## config.mk

```make
export PLATFORM = sky130hd
export DESIGN_NAME = perf_mon_unit
export DESIGN_NICKNAME = d
export VERILOG_FILES = /design/src/rtl/pmu_pkg.sv /design/src/rtl/pmu_evt_counter.sv /design/src/rtl/pmu_cyc_counter.sv /design/src/rtl/pmu_bitmap.sv /design/src/rtl/perf_mon_unit.sv
export SDC_FILE = /design/constraint.sdc
export NUM_CORES = 1
export LEC_CHECK = 0
export ABC_AREA = 1
export CAP_MARGIN = 5
export CORE_AREA = 4 4 284 286
export CTS_CLUSTER_DIAMETER = 60
export CTS_CLUSTER_SIZE = 14
export DETAILED_ROUTE_END_ITERATION = 7
export DIE_AREA = 0 0 288 290
export DONT_BUFFER_PORTS = 1
export HOLD_SLACK_MARGIN = 0.15
export PLACE_DENSITY = 0.42
export SKIP_LAST_GASP = 1
export SLEW_MARGIN = 15
export SYNTH_ARGS = -nofsm -noshare
export SYNTH_HDL_FRONTEND = slang
export SYNTH_SLANG_ARGS = --single-unit
```

## constraint.sdc

```tcl
create_clock -name clk_i -period 5.2 [get_ports clk_i]
set_clock_uncertainty 0.15 [all_clocks]
set_input_delay 1.04 -clock clk_i [delete_from_list [all_inputs] [get_ports clk_i]]
set_output_delay 1.04 -clock clk_i [all_outputs]
set_load 0.05 [all_outputs]
```

## src/rtl/pmu_pkg.sv

```systemverilog
// Shared constants and helpers for the performance monitor counter unit.
// Assumes word-addressed 4-bit register bus and 32-bit counters.
package pmu_pkg;

    localparam int CNT_W   = 32;
    localparam int CYC_BIT = 31;

    localparam logic [3:0] A_CTRL     = 4'd0;
    localparam logic [3:0] A_EN_SET   = 4'd1;
    localparam logic [3:0] A_EN_CLR   = 4'd2;
    localparam logic [3:0] A_IE_SET   = 4'd3;
    localparam logic [3:0] A_IE_CLR   = 4'd4;
    localparam logic [3:0] A_OVF      = 4'd5;
    localparam logic [3:0] A_SWINC    = 4'd6;
    localparam logic [3:0] A_SEL      = 4'd7;
    localparam logic [3:0] A_SEL_CNT  = 4'd8;
    localparam logic [3:0] A_SEL_TYPE = 4'd9;
    localparam logic [3:0] A_CYC      = 4'd10;
    localparam logic [3:0] A_USER     = 4'd11;

    localparam logic [31:0] TYPE_MASK = 32'hC800_03FF;
    localparam logic [5:0]  CTRL_KEEP = 6'b111001;
    localparam logic [9:0]  EV_CYCLES = 10'h011;
    localparam logic [9:0]  EV_SWINC  = 10'h000;

    typedef enum logic [1:0] {
        PRIV_USER   = 2'd0,
        PRIV_KERNEL = 2'd1,
        PRIV_HYP    = 2'd2,
        PRIV_NONE   = 2'd3
    } priv_e;

    // Decide whether a type word permits counting at a privilege level.
    function automatic logic priv_allows(input logic [31:0] typ, input logic [1:0] lvl);
        logic ok;
        case (lvl)
            PRIV_USER:   ok = !typ[30];
            PRIV_KERNEL: ok = !typ[31];
            PRIV_HYP:    ok = typ[27];
            default:     ok = 1'b0;
        endcase
        return ok;
    endfunction

endpackage

```

## src/rtl/pmu_evt_counter.sv

```systemverilog
// One general event counter with its type register.
// Assumes NUM_LINES below 1024; clear beats load, load beats increment.
module pmu_evt_counter
    import pmu_pkg::*;
#(
    parameter int NUM_LINES = 8
) (
    input  logic                 clk_i,
    input  logic                 rst_ni,
    input  logic                 glob_en_i,
    input  logic                 cnt_en_i,
    input  logic [1:0]           priv_i,
    input  logic [NUM_LINES-1:0] lines_i,
    input  logic                 sw_inc_i,
    input  logic                 clr_i,
    input  logic                 wr_cnt_i,
    input  logic                 wr_type_i,
    input  logic [CNT_W-1:0]     wdata_i,
    output logic [CNT_W-1:0]     count_o,
    output logic [31:0]          type_o,
    output logic                 wrap_o
);
    localparam int EXT_W = 1024;

    logic [CNT_W-1:0] count_q;
    logic [31:0]      type_q;
    logic [EXT_W-1:0] lines_ext;
    logic [9:0]       evnum;
    logic             hit;
    logic             inc;

    assign lines_ext = {{(EXT_W-NUM_LINES){1'b0}}, lines_i};
    assign evnum     = type_q[9:0];

    // Pick the event source named by the type register.
    always_comb begin
        if (evnum == EV_CYCLES)     hit = 1'b1;
        else if (evnum == EV_SWINC) hit = sw_inc_i;
        else                        hit = lines_ext[evnum];
    end

    assign inc = glob_en_i & cnt_en_i & priv_allows(type_q, priv_i) & hit;

    // Count register: clear, then load, then increment.
    always_ff @(posedge clk_i) begin
        if (!rst_ni)       count_q <= '0;
        else if (clr_i)    count_q <= '0;
        else if (wr_cnt_i) count_q <= wdata_i;
        else if (inc)      count_q <= count_q + 1'b1;
    end

    // Type register keeps only writable bits.
    always_ff @(posedge clk_i) begin
        if (!rst_ni)        type_q <= '0;
        else if (wr_type_i) type_q <= wdata_i & TYPE_MASK;
    end

    assign wrap_o  = inc & !clr_i & !wr_cnt_i & (&count_q);
    assign count_o = count_q;
    assign type_o  = type_q;
endmodule

```

## src/rtl/pmu_cyc_counter.sv

```systemverilog
// Dedicated cycle counter with optional divide-by-64 prescaler.
// Assumes run_i already combines global and per-counter enables.
module pmu_cyc_counter
    import pmu_pkg::*;
#(
    parameter int DIV_LOG2 = 6
) (
    input  logic             clk_i,
    input  logic             rst_ni,
    input  logic             run_i,
    input  logic             div_i,
    input  logic             clr_i,
    input  logic             wr_i,
    input  logic [CNT_W-1:0] wdata_i,
    output logic [CNT_W-1:0] count_o,
    output logic             wrap_o
);
    localparam logic [DIV_LOG2-1:0] PRESC_LAST = '1;

    logic [DIV_LOG2-1:0] presc_q;
    logic [CNT_W-1:0]    count_q;
    logic                tick;

    // Prescaler advances only while running in divided mode.
    always_ff @(posedge clk_i) begin
        if (!rst_ni)             presc_q <= '0;
        else if (clr_i)          presc_q <= '0;
        else if (run_i && div_i) presc_q <= presc_q + 1'b1;
    end

    assign tick = run_i & (!div_i | (presc_q == PRESC_LAST));

    // Count register: clear, then load, then tick.
    always_ff @(posedge clk_i) begin
        if (!rst_ni)    count_q <= '0;
        else if (clr_i) count_q <= '0;
        else if (wr_i)  count_q <= wdata_i;
        else if (tick)  count_q <= count_q + 1'b1;
    end

    assign wrap_o  = tick & !clr_i & !wr_i & (&count_q);
    assign count_o = count_q;
endmodule

```

## src/rtl/pmu_bitmap.sv

```systemverilog
// Bitmap register written through separate set and clear strobes.
// Assumes KEEP marks implemented bits; others stay zero.
module pmu_bitmap #(
    parameter int           W    = 32,
    parameter logic [W-1:0] KEEP = '1
) (
    input  logic         clk_i,
    input  logic         rst_ni,
    input  logic         set_i,
    input  logic         clr_i,
    input  logic [W-1:0] wdata_i,
    output logic [W-1:0] bits_o
);
    logic [W-1:0] bits_q;

    // Apply write-one-to-set and write-one-to-clear.
    always_ff @(posedge clk_i) begin
        if (!rst_ni)    bits_q <= '0;
        else if (set_i) bits_q <= (bits_q | wdata_i) & KEEP;
        else if (clr_i) bits_q <= bits_q & ~wdata_i;
    end

    assign bits_o = bits_q;
endmodule

```

## src/rtl/perf_mon_unit.sv

```systemverilog
// Performance monitor counter unit: control, bitmaps, indirect access,
// overflow tracking and interrupt. Assumes 1 <= NUM_EVT <= 30.
module perf_mon_unit
    import pmu_pkg::*;
#(
    parameter int NUM_EVT   = 4,
    parameter int NUM_LINES = 8
) (
    input  logic                 clk_i,
    input  logic                 rst_ni,
    input  logic                 bus_wr_i,
    input  logic [3:0]           bus_addr_i,
    input  logic [31:0]          bus_wdata_i,
    output logic [31:0]          bus_rdata_o,
    input  logic [1:0]           priv_i,
    input  logic [NUM_LINES-1:0] ev_i,
    output logic                 irq_o
);
    localparam logic [31:0] IMPL_MASK = ((32'h1 << NUM_EVT) - 32'h1) | 32'h8000_0000;
    localparam logic [4:0]  NUM_EVT_F = 5'(NUM_EVT);

    logic [5:0]       ctrl_q;
    logic [4:0]       sel_q;
    logic             user_q;
    logic [31:0]      en_q;
    logic [31:0]      ie_q;
    logic [31:0]      ovf_q;
    logic [31:0]      wrap_vec;
    logic [31:0]      swinc_vec;
    logic [CNT_W-1:0] cyc_count;
    logic             cyc_wrap;
    logic [CNT_W-1:0] evt_count [NUM_EVT];
    logic [31:0]      evt_type  [NUM_EVT];
    logic [NUM_EVT-1:0] evt_wrap;
    logic [CNT_W-1:0] sel_count;
    logic [31:0]      sel_type;
    logic             sel_valid;
    logic             clr_evt;
    logic             clr_cyc;
    logic             user_blocked;

    // Decoded write strobes.
    logic wr_ctrl, wr_ovf, wr_sel, wr_user, wr_cyc, wr_sel_cnt, wr_sel_type;
    assign wr_ctrl     = bus_wr_i && bus_addr_i == A_CTRL;
    assign wr_ovf      = bus_wr_i && bus_addr_i == A_OVF;
    assign wr_sel      = bus_wr_i && bus_addr_i == A_SEL;
    assign wr_user     = bus_wr_i && bus_addr_i == A_USER && priv_i != PRIV_USER;
    assign wr_cyc      = bus_wr_i && bus_addr_i == A_CYC;
    assign wr_sel_cnt  = bus_wr_i && bus_addr_i == A_SEL_CNT;
    assign wr_sel_type = bus_wr_i && bus_addr_i == A_SEL_TYPE;
    assign swinc_vec   = (bus_wr_i && bus_addr_i == A_SWINC) ? bus_wdata_i : '0;
    assign clr_evt     = wr_ctrl & bus_wdata_i[1];
    assign clr_cyc     = wr_ctrl & bus_wdata_i[2];

    // Control, select and user-access registers.
    always_ff @(posedge clk_i) begin
        if (!rst_ni) begin
            ctrl_q <= '0;
            sel_q  <= '0;
            user_q <= 1'b0;
        end else begin
            if (wr_ctrl) ctrl_q <= bus_wdata_i[5:0] & CTRL_KEEP;
            if (wr_sel)  sel_q  <= bus_wdata_i[4:0];
            if (wr_user) user_q <= bus_wdata_i[0];
        end
    end

    pmu_bitmap #(.W(32), .KEEP(IMPL_MASK)) i_en_bits (
        .clk_i   (clk_i),
        .rst_ni  (rst_ni),
        .set_i   (bus_wr_i && bus_addr_i == A_EN_SET),
        .clr_i   (bus_wr_i && bus_addr_i == A_EN_CLR),
        .wdata_i (bus_wdata_i),
        .bits_o  (en_q)
    );

    pmu_bitmap #(.W(32), .KEEP(IMPL_MASK)) i_ie_bits (
        .clk_i   (clk_i),
        .rst_ni  (rst_ni),
        .set_i   (bus_wr_i && bus_addr_i == A_IE_SET),
        .clr_i   (bus_wr_i && bus_addr_i == A_IE_CLR),
        .wdata_i (bus_wdata_i),
        .bits_o  (ie_q)
    );

    pmu_cyc_counter i_cyc (
        .clk_i   (clk_i),
        .rst_ni  (rst_ni),
        .run_i   (ctrl_q[0] & en_q[CYC_BIT]),
        .div_i   (ctrl_q[3]),
        .clr_i   (clr_cyc),
        .wr_i    (wr_cyc),
        .wdata_i (bus_wdata_i),
        .count_o (cyc_count),
        .wrap_o  (cyc_wrap)
    );

    for (genvar g = 0; g < NUM_EVT; g++) begin : g_evt
        pmu_evt_counter #(.NUM_LINES(NUM_LINES)) i_evt (
            .clk_i     (clk_i),
            .rst_ni    (rst_ni),
            .glob_en_i (ctrl_q[0]),
            .cnt_en_i  (en_q[g]),
            .priv_i    (priv_i),
            .lines_i   (ev_i),
            .sw_inc_i  (swinc_vec[g]),
            .clr_i     (clr_evt),
            .wr_cnt_i  (wr_sel_cnt && sel_q == 5'(g)),
            .wr_type_i (wr_sel_type && sel_q == 5'(g)),
            .wdata_i   (bus_wdata_i),
            .count_o   (evt_count[g]),
            .type_o    (evt_type[g]),
            .wrap_o    (evt_wrap[g])
        );
    end

    // Gather wrap pulses into the shared bitmap layout.
    always_comb begin
        wrap_vec               = '0;
        wrap_vec[NUM_EVT-1:0]  = evt_wrap;
        wrap_vec[CYC_BIT]      = cyc_wrap;
    end

    // Overflow flags: wraps set, write-one clears, set wins.
    always_ff @(posedge clk_i) begin
        if (!rst_ni) ovf_q <= '0;
        else         ovf_q <= ((ovf_q & ~(wr_ovf ? bus_wdata_i : 32'h0)) | wrap_vec) & IMPL_MASK;
    end

    assign irq_o = |(ovf_q & ie_q);

    // Indirect view of the selected general counter.
    always_comb begin
        sel_count = '0;
        sel_type  = '0;
        sel_valid = sel_q < NUM_EVT_F;
        for (int i = 0; i < NUM_EVT; i++) begin
            if (sel_q == 5'(i)) begin
                sel_count = evt_count[i];
                sel_type  = evt_type[i];
            end
        end
    end

    assign user_blocked = (priv_i == PRIV_USER) && !user_q;

    // Combinational read mux.
    always_comb begin
        case (bus_addr_i)
            A_CTRL:               bus_rdata_o = {16'h0, NUM_EVT_F, 5'h0, ctrl_q};
            A_EN_SET, A_EN_CLR:   bus_rdata_o = en_q;
            A_IE_SET, A_IE_CLR:   bus_rdata_o = ie_q;
            A_OVF:                bus_rdata_o = ovf_q;
            A_SEL:                bus_rdata_o = {27'h0, sel_q};
            A_SEL_CNT:            bus_rdata_o = (sel_valid && !user_blocked) ? sel_count : '0;
            A_SEL_TYPE:           bus_rdata_o = sel_valid ? sel_type : '0;
            A_CYC:                bus_rdata_o = user_blocked ? '0 : cyc_count;
            A_USER:               bus_rdata_o = {31'h0, user_q};
            default:              bus_rdata_o = '0;
        endcase
    end
endmodule

```

==> results.cfg <==
[status]
outcome = completed

[cells_and_area]
fillers = 8989
nets = 3126
layout-drive-gt1-share_pct = 7.02
most-common-layout-cells = nand2_1 (737), nor2_1 (414), dfxtp_1 (297)
syn_to_final_growth_pct = 13.4
utilization_pct = 28.0
final_common_cell = nand2_1

[power_and_ir_drop]
leakagePower_nw = 7.88
powerDensity_mw_per_mm2 = 260
power.switching_mw = 1.62
internal-power_mw = 4.09
power.total_mw = 5.70
seqPwrFrac_pct = 40.3
power_frac_comb_pct = 5.2
clkPwrFrac_pct = 54.5
p_sw_share_pct = 28.3
ir_drop_mv = 0.183

[placed_design]
place.gp.congestion = 0.993
numPortBuffers = 0
dp_hpwl_um = 76500

[critical_path]
path_cells = inv_2, nor2_2, nand2_4, inv_1, a221oi_1, o211ai_1, buf_4
path_delay_family = buffers and inverters
startpoint = sel_q[0]
r2r_cells = 8
cp-end-kind = output port
cp_num_buf_inv = 3
cpPeakStageDelay_ns = 0.87
timing.rr.start = sel_q[0]
crit_slowest_cell = a221oi_1
crit_cells = 7
worstSetupStartpointType = flip-flop
critPathMaxFanout = 28
arrival_ns = 3.90
criticalPathCategory = flip-flop to output port
required_ns = 4.01

[floorplan]
die_h_um = 290
dieArea_mm2 = 0.0835
die_x_um = 288
floorplan.initialDensity_pct = 24.7
rows = 103
ios = 82
design.core.area_mm2 = 0.0784

[sta]
drv_slew = 0
clock.fmax_mhz = 196
worst_pin_slew_ns = 0.979
rsz0062_at_grt = no
finalHoldViolations = 0
slew_headroom_pct = 34.7
tns_ns = 0
period_needed_ns = 5.09
finalSetupViolCount = 0
min_period_over_period_pct = 98.0

[synth]
async_flop_share_pct = 0
ys_types = 50
ys.flop_type = dfxtp_1
syn_avg_cell_area_um2 = 6.23
syn_area_mm2 = 0.0193
seq_area_frac_synth_pct = 30.7
synth_seq_cells = 297
synth_fp_nets = 3160
synth_edf_count = 0
synth_warnings = 0
syn_inst = 3105

[routing]
viasPerCell = 5.19
drt_wl_total_um = 102000
post_drt_wl_per_cell_um = 24.5
ant_nets = 0
num_vias = 21557
drc_errors = 0
firstDrtPassIters = 6
drtIter0Drc = 2347

[clocking]
cts_tree = yes
hold_buffers = 0
cts.sink_count = 297
root_buffer = clkbuf_16
cts.clk_slew.worst_paths_ns = 0.07
cts.path.max_buffers = 3
numCtsBuffers = 44
htreeDepth = 2
clk_latency_ns = 0.60

[min_path]
hold_path_startpoint = i_ie_bits.bits_o[20]
hold_path_depth = 2
hold_path_class = flip-flop to flip-flop

[global_routing]
grt_pass1_vias = 19860
grt_usage_pct = 23.5
grt_max_degree = 66
grt_pass1_wl_um = 145000
grt-ovfl-total = 0
antenna_found_initial = 7

[job]
maxCapViolations = 0
[state kept, by name (all words and copies together) (netlist names)]
signal / flops
i_cyc.count_o: 32
i_en_bits.bits_o: 32
ovf_q: 5
i_ie_bits.bits_o: 32
user_q: 1
ctrl_q: 4
g_evt.i_evt.type_o: 52
i_cyc.presc_q: 6
sel_q: 5
g_evt.i_evt.count_o: 128
[cells in the mapped netlist (3+ instances only)]
library cell	instances	area, um2
nand2_2	8	50.1
ha_1	6	75.1
buf_4	13	97.6
xor2_1	67	587
o21ai_1	31	155
inv_2	18	67.6
dfxtp_1	297	5950
o2111ai_1	9	78.8
or2_2	7	43.8
buf_2	53	265
buf_6	10	113
o21ai_0	246	1230
nor2_4	11	124
a31oi_1	15	93.8
inv_1	292	1100
a221oi_1	42	368
nand3_1	211	1060
nand2_4	5	56.3
nor3_1	68	340
xnor2_1	15	131
nor2_1	415	1560
a21oi_1	257	1290
nand2_1	737	2770
o221ai_1	39	342
nand4_1	60	375
nand3b_1	13	97.6
nor2_2	14	87.6
clkbuf_1	56	210
buf_1	7	26.3
nor3_2	4	40.0
nand3_2	3	30.0
o211ai_1	18	135
clkinv_1	7	26.3
o22ai_1	29	181
[worst min-delay path: cells and delay by family, from the launching register on]
| kind | cells | cell delay, ns |
|---|---|---|
| DFF | 1 | 0.31 |
| and+or+nand+nor | 1 | 0.04 |
| AOI/OAI and AO/OA | 1 | 0.06 |
[final timing paths]
path | slack, ns | end
min reg2reg | 0.30 | i_ie_bits.bits_o[20]
min | 0.30 | i_ie_bits.bits_o[20]
max reg2reg | 1.76 | g_evt[0].i_evt.count_o[19]
max | 0.11 | bus_rdata_o[7]
[layer usage]
| layer | up-vias | GRT usage, % | part of all wire [%] |
|---|---|---|---|
| met2 | 837 | 36.5 | 44 |
| met1 | 10236 | 32.4 | 44 |
| li1 | 10311 | - | - |
| met4 | 2 | 9.09 | 4.4 |
| met5 | - | 0 | 0.012 |
| met3 | 171 | 3.92 | 7.7 |
[area by class of cell]
cell class | count | area (um2) | share of cell area (%)
clock inverters | 32 | 354 | 1.61
multi-input cells | 2351 | 11500 | 52.5
flip-flops and latches | 297 | 5950 | 27.1
clock buffers | 48 | 1140 | 5.19
diodes | 1 | 2.50 | 0.0114
inverters | 317 | 1190 | 5.43
well taps | 1050 | 1310 | 5.99
repair buffers | 60 | 463 | 2.11
[per-stage QoR]
| stage | worst slack, ns | instances | hold slack [ns] | cell area, um2 |
|---|---|---|---|---|
| 3_5_place_dp | 0.857 | 4075 | 0.290 | 20400 |
| 2_1_floorplan | 0.978 | 3105 | 0.278 | 19300 |
| 5_1_grt | 0.152 | 4155 | 0.309 | 21900 |
| 4_1_cts | 0.295 | 4155 | 0.301 | 21900 |
| 6_report | 0.106 | 4156 | 0.302 | 21900 |
| 3_3_place_gp | 0.839 | 4075 | 0.290 | 20400 |
[what timing repair did]
item                                    in CTS  in global routing
setup buffers                                0                  0
gates resized for setup                      0                  1
endpoints found under the setup margin       0                  1
[cell families (layout without fill, tap and decap cells)]
group,Yosys count,after routing,share of synthesized area [%]
and+or+nand+nor,1566,1566,34.8
AOI/OAI and AO/OA,697,697,20.5
buffers and inverters,457,457,9.86
DFF,297,297,30.7
xor gates and xnor gates,82,82,3.71
adders and majority gates,6,6,0.388
other,0,1,0
[power by group through the flow]
stage                     clock, mW  sequential (mW)  combinational, mW
final                          3.11             2.30              0.299
after global routing           3.25             2.30              0.314
after CTS                      3.18             2.30              0.293
after detailed placement          0             2.35              0.292
after global placement            0             2.35              0.294
after floorplan                   0             2.34              0.173
Power figures use the tool's default switching activity.
